**src/rtl/st_pkg.sv**
```systemverilog
package st_pkg;
  localparam int LINE_ID_W = 5;
  localparam int FLD_W     = 3;
  localparam logic [LINE_ID_W-1:0] LINE_ID_MAX = '1;

  // index of each sync channel in the synchronizer vector
  localparam int CH_HS = 0;
  localparam int CH_VS = 1;
  localparam int N_CH  = 2;
endpackage

```
**src/rtl/st_pix_div.sv**
```systemverilog
module st_pix_div (
  input  logic clk2x,
  input  logic rst_n,
  output logic pix_en
);
  logic phase;

  always_ff @(posedge clk2x or negedge rst_n) begin
    if (!rst_n) phase <= 1'b0;
    else        phase <= ~phase;
  end

  assign pix_en = phase;


  pix_alt_chk: assert property (@(posedge clk2x) disable iff (!rst_n)
    pix_en |=> !pix_en);

  pix_rise_chk: assert property (@(posedge clk2x) disable iff (!rst_n)
    !pix_en |=> pix_en);
endmodule

```
**src/rtl/st_sync_edge.sv**
```systemverilog
module st_sync_edge #(
  parameter int N = 2
) (
  input  logic         clk2x,
  input  logic         rst_n,
  input  logic         pix_en,
  input  logic [N-1:0] raw,
  output logic [N-1:0] fall
);
  for (genvar i = 0; i < N; i++) begin : g_ch
    logic s1, s2, prev;

    always_ff @(posedge clk2x or negedge rst_n) begin
      if (!rst_n) begin
        s1 <= 1'b1;
        s2 <= 1'b1;
      end else begin
        s1 <= raw[i];
        s2 <= s1;
      end
    end

    always_ff @(posedge clk2x or negedge rst_n) begin
      if (!rst_n)      prev <= 1'b1;
      else if (pix_en) prev <= s2;
    end

    assign fall[i] = pix_en & prev & ~s2;


    fall_on_pix_chk: assert property (@(posedge clk2x) disable iff (!rst_n)
      fall[i] |-> pix_en);
  end
endmodule

```
**src/rtl/st_counters.sv**
```systemverilog
module st_counters
  import st_pkg::*;
#(
  parameter int LINE_CNT_W = 10
) (
  input  logic                 clk2x,
  input  logic                 rst_n,
  input  logic                 pix_en,
  input  logic                 hs_fall,
  input  logic                 vs_fall,
  output logic [LINE_ID_W-1:0] line_id,
  output logic [FLD_W-1:0]     field_num,
  output logic                 line_start,
  output logic                 field_start
);
  localparam logic [LINE_CNT_W-1:0] CNT_MAX  = '1;
  localparam logic [LINE_CNT_W-1:0] ID_LIMIT = LINE_CNT_W'(LINE_ID_MAX);

  logic [LINE_CNT_W-1:0] line_cnt;
  logic                  fld_edge;

  assign fld_edge = hs_fall & vs_fall;

  always_ff @(posedge clk2x or negedge rst_n) begin
    if (!rst_n) begin
      line_cnt    <= '0;
      field_num   <= '0;
      line_start  <= 1'b0;
      field_start <= 1'b0;
    end else if (pix_en) begin
      line_start  <= hs_fall;
      field_start <= fld_edge;
      if (fld_edge) begin
        line_cnt  <= '0;
        field_num <= field_num + 1'b1;
      end else if (hs_fall && line_cnt != CNT_MAX) begin
        line_cnt  <= line_cnt + 1'b1;
      end
    end
  end

  always_comb begin
    if (line_cnt >= ID_LIMIT) line_id = LINE_ID_MAX;
    else                      line_id = line_cnt[LINE_ID_W-1:0];
  end


  fld_adv_chk: assert property (@(posedge clk2x) disable iff (!rst_n)
    (pix_en && hs_fall && vs_fall) |=> (field_num == $past(field_num) + 3'd1));

  fld_line0_chk: assert property (@(posedge clk2x) disable iff (!rst_n)
    field_start |-> (line_id == '0) && line_start);

  vs_alone_chk: assert property (@(posedge clk2x) disable iff (!rst_n)
    (pix_en && vs_fall && !hs_fall) |=> $stable(field_num) && !field_start);

  hold_chk: assert property (@(posedge clk2x) disable iff (!rst_n)
    !pix_en |=> $stable(line_id) && $stable(field_num) && $stable(line_start));
endmodule

```
**src/rtl/sync_tracker.sv**
```systemverilog
module sync_tracker
  import st_pkg::*;
#(
  parameter int LINE_CNT_W = 10
) (
  input  logic                 clk2x,
  input  logic                 rst_n,
  input  logic                 hsync_in,
  input  logic                 vsync_in,
  output logic                 pix_en,
  output logic [LINE_ID_W-1:0] line_id,
  output logic [FLD_W-1:0]     field_num,
  output logic                 line_start,
  output logic                 field_start,
  output logic                 out_drive_en
);
  logic [N_CH-1:0] raw, fall;

  assign raw[CH_HS] = hsync_in;
  assign raw[CH_VS] = vsync_in;

  st_pix_div u_div (
    .clk2x  (clk2x),
    .rst_n  (rst_n),
    .pix_en (pix_en)
  );

  st_sync_edge #(.N(N_CH)) u_edge (
    .clk2x  (clk2x),
    .rst_n  (rst_n),
    .pix_en (pix_en),
    .raw    (raw),
    .fall   (fall)
  );

  st_counters #(.LINE_CNT_W(LINE_CNT_W)) u_cnt (
    .clk2x       (clk2x),
    .rst_n       (rst_n),
    .pix_en      (pix_en),
    .hs_fall     (fall[CH_HS]),
    .vs_fall     (fall[CH_VS]),
    .line_id     (line_id),
    .field_num   (field_num),
    .line_start  (line_start),
    .field_start (field_start)
  );

  always_ff @(posedge clk2x or negedge rst_n) begin
    if (!rst_n) out_drive_en <= 1'b0;
    else        out_drive_en <= 1'b1;
  end


  drive_on_chk: assert property (@(posedge clk2x) disable iff (!rst_n)
    1'b1 |=> out_drive_en);
endmodule

```
**config.mk**
```make
export PLATFORM = sky130hd
export DESIGN_NAME = sync_tracker
export DESIGN_NICKNAME = d
export VERILOG_FILES = /design/src/rtl/st_pkg.sv /design/src/rtl/st_pix_div.sv /design/src/rtl/st_sync_edge.sv /design/src/rtl/st_counters.sv /design/src/rtl/sync_tracker.sv
export SDC_FILE = /design/constraint.sdc
export NUM_CORES = 1
export LEC_CHECK = 0
export BUFFER_PORTS_ARGS = -buffer_cell sky130_fd_sc_hd__buf_2
export CORE_ASPECT_RATIO = 0.5
export CORE_MARGIN = 4
export CORE_UTILIZATION = 40
export CTS_CLUSTER_DIAMETER = 50
export CTS_CLUSTER_SIZE = 14
export DETAILED_ROUTE_END_ITERATION = 7
export PLACE_DENSITY = 0.64
export SYNTH_ARGS = -nofsm -noshare
export SYNTH_HDL_FRONTEND = slang
export SYNTH_HIERARCHICAL = 1
export SYNTH_SLANG_ARGS = --single-unit
```
**constraint.sdc**
```tcl
create_clock -name clk2x -period 4.78 [get_ports clk2x]
set_input_delay 0.956 -clock clk2x [delete_from_list [all_inputs] [get_ports clk2x]]
set_output_delay 0.956 -clock clk2x [all_outputs]
set_load 0.01 [all_outputs]
```
==> metrics.json <==
{
  "grt_first_pass_wirelength_um": 3477,
  "cts_setup_buffers": 0,
  "latest_clock_arrival_within_the_worst_skew_pair_ps": 270,
  "mostFrequentLayoutCell": "sky130_fd_sc_hd__dfrtp_1",
  "drv_slew": 0,
  "synth_edf_count": 0,
  "worstReg2RegEnd": "u_cnt/field_num[1]$_DFFE_PN0P_",
  "finalSetupViolations": 0,
  "synth_cell_type_count": 40,
  "synthArstFlopShare": 1.000,
  "worstReg2RegStart": "u_div/pix_en$_DFF_PN0_",
  "grt_start_max_net_pins": 24,
  "layout_min_cycle_time_ps": 2784,
  "std_cell_rows": 13,
  "cts_max_level": 1,
  "cp-startpoint": "u_cnt/line_cnt[6]$_DFFE_PN0P_",
  "drt-wirelength-per-cell_um": 13.55,
  "leakage_power_nw": 0.6531,
  "r2r_cells": 4,
  "max_fo_critical_path": 6,
  "chipHeight_um": 45.91,
  "grt_pass1_vias": 741,
  "synth.cell_area_mm2": 0.001150,
  "timing.clock.skew_ps": 1.344,
  "floorplan.core_area_mm2": 0.002668,
  "timing.critical_path.arrival_ps": 1830,
  "startpoint_to_endpoint_class_of_the_critical_path": "reg2out",
  "syn_to_final_growth_pct": 13.71,
  "dr_total_vias": 821,
  "grt_setup_unrepaired": "false",
  "globalRouteMet3Util": 0.05776,
  "cap_violations": 0,
  "synthesis.instances": 100,
  "nNetsFinal": 124,
  "mostFrequentLayoutCells": "sky130_fd_sc_hd__dfrtp_1, sky130_fd_sc_hd__buf_2, sky130_fd_sc_hd__nand2_1",
  "drt_wl_total_um": 2087,
  "fmax_ghz": 0.3592,
  "cts.reportedPaths.clkPinSlew_ps": 80,
  "busiest_layer": "met2",
  "synth_warnings": 6,
  "groute.layer.met1.usage": 0.1564,
  "worst-slew-pin-transition_ps": 511.7,
  "route.detailed.drc": 0,
  "tritoncts_num_sinks": 23,
  "grt_overflow_total": 0,
  "reg2reg_slack_ps": 2960,
  "final_antenna_net_count": 0,
  "postSynthRegisterBits": 23,
  "initial_core_util": 0.4311,
  "power_density_mw_per_mm2": 404.9,
  "drive_gt1_frac": 0.3333,
  "timing.max_slew.rel_slack": 0.6589,
  "tritoncts": "built",
  "postSynth.topFlopCell": "sky130_fd_sc_hd__dfrtp_1",
  "drt_first_iter_violations": 81,
  "power.total_mw": 0.5295,
  "post_cts_resized": 0,
  "detailedRoute.firstPassIterationCount": 4,
  "peakVddDrop_uv": 186.0,
  "fp.dieArea_mm2": 0.003848,
  "ys_seq_area_frac": 0.5071,
  "fin_setup_tns_ps": 0,
  "tritoncts.num_buffers": 3,
  "avgSynthCellArea_um2": 11.50,
  "cts_root_buffer": "sky130_fd_sc_hd__clkbuf_8",
  "port_buffers": 15,
  "diodes": 0,
  "min_period_over_period": 0.5824,
  "cts_hold_buffers": 0,
  "floorplan.io_pins": 16,
  "detailed_place_hpwl_um": 1509,
  "timing.critical_path.to_type": "output pin",
  "gp_congestion": 0.7618,
  "worstSetupStartpointType": "register",
  "number_of_antenna_violations_at_the_first_check_in_global_routing": 0,
  "track_usage": 0.1200,
  "crit_required_ps": 3820,
  "clockBufferDepth": 2,
  "grt_util_met2": 0.1769,
  "final_hold_violations": 0,
  "outcome": "finished clean",
  "worstSetupEndpoint": "line_id[0]",
  "synth_fp_nets": 106,
  "vias_per_inst": 5.331,
  "worst_hold_path_type": "reg2reg",
  "die_x_um": 83.83
}
-- metal layers --
layer | vias to the layer above | routed length [um]
li1 | 397 | -
met4 | 0 | 23
met2 | 31 | 921
met5 | - | 0
met1 | 389 | 983
met3 | 4 | 160
-- worst max-delay path, cell delays in order, from the launching register on --
cell and delay (ps):
sky130_fd_sc_hd__dfrtp_1 440, sky130_fd_sc_hd__or4_4 570, sky130_fd_sc_hd__nor2_4 110, sky130_fd_sc_hd__nand2_1 80, sky130_fd_sc_hd__or2_1 210, sky130_fd_sc_hd__buf_2 140
-- synthesized netlist by cell type (all sizes together) (2+ instances only) --
library cell | number | area, um^2
ha | 2 | 25.02
o2bb2ai | 2 | 17.52
or2 | 2 | 12.51
a21o | 3 | 22.52
mux2 | 5 | 63.81
nor2 | 4 | 22.52
o21ai | 4 | 20.02
nor3 | 3 | 15.01
nand2b | 2 | 12.51
dfstp | 6 | 157.7
and3 | 2 | 12.51
and3b | 2 | 20.02
inv | 4 | 15.01
nand2 | 10 | 45.04
buf | 2 | 10.01
dfrtp | 17 | 425.4
xnor2 | 2 | 17.52
nor2b | 2 | 12.51
nand3 | 8 | 40.04
-- power breakdown --
| group | internal, mW | total [mW] | switching, mW |
|---|---|---|---|
| Combinational | 0.0747 | 0.141 | 0.0667 |
| Clock | 0.0583 | 0.122 | 0.0637 |
| Sequential | 0.226 | 0.266 | 0.0396 |
-- per-stage QoR --
step | hold WS [ps] | area (um^2) | setup WS [ps] | cells | utilization
2_1_floorplan | 345.2 | 1150 | 2476 | 100 | -
3_3_place_gp | 345.8 | 1261 | 2345 | 150 | 0.4728
3_5_place_dp | 347.3 | 1261 | 2319 | 150 | 0.4728
4_1_cts | 359.8 | 1308 | 2010 | 154 | 0.4902
5_1_grt | 363.4 | 1308 | 1923 | 154 | 0.4902
6_report | 358.6 | 1308 | 1996 | 154 | 0.4902
-- registers in the layout, indices dropped and copies added, names as in the netlist --
register	count
u_edge/g_ch.s1	2
u_div/pix_en	1
u_edge/g_ch.s2	2
u_cnt/field_num	3
u_cnt/line_start	1
u_cnt/line_cnt	10
out_drive_en	1
u_edge/g_ch.prev	2
u_cnt/field_start	1
-- how the worst min path moves through the flow --
stage | startpoint | end | cells after the start
2_1_floorplan | u_edge/g_ch[0].s1$_DFF_PN1_ | u_edge/g_ch[0].s2$_DFF_PN1_ | 0
3_3_place_gp | u_edge/g_ch[0].s1$_DFF_PN1_ | u_edge/g_ch[0].s2$_DFF_PN1_ | 0
3_5_place_dp | u_edge/g_ch[1].s1$_DFF_PN1_ | u_edge/g_ch[1].s2$_DFF_PN1_ | 0
4_1_cts | u_edge/g_ch[0].s1$_DFF_PN1_ | u_edge/g_ch[0].s2$_DFF_PN1_ | 0
5_1_grt | u_edge/g_ch[0].s1$_DFF_PN1_ | u_edge/g_ch[0].s2$_DFF_PN1_ | 0
6_report | u_edge/g_ch[0].s1$_DFF_PN1_ | u_edge/g_ch[0].s2$_DFF_PN1_ | 0
-- cell type report --
class / count / area [um^2]
clock buffer: 3 / 41.29
clock inverter: 1 / 5.005
fill: 263 / 1360
inverter: 4 / 15.01
multi-input combinational: 71 / 541.8
sequential: 23 / 583.1
tap: 37 / 46.29
timing repair buffer: 15 / 75.07
-- logic make-up (layout without fill, tap and decap cells) --
| family | Yosys count | count (layout) | share of synthesized area |
|---|---|---|---|
| AOI/OAI and AO/OA | 15 | 15 | 0.09794 |
| xor gates and xnor gates | 2 | 2 | 0.01524 |
| adders and majority gates | 2 | 2 | 0.02176 |
| buffers and inverters | 6 | 23 | 0.02176 |
| DFF | 23 | 23 | 0.5071 |
| muxes | 6 | 6 | 0.06420 |
| other | 1 | 1 | 0.003261 |
| and+or+nand+nor | 45 | 45 | 0.2688 |
No activity file was read; power rests on OpenSTA's default activity.
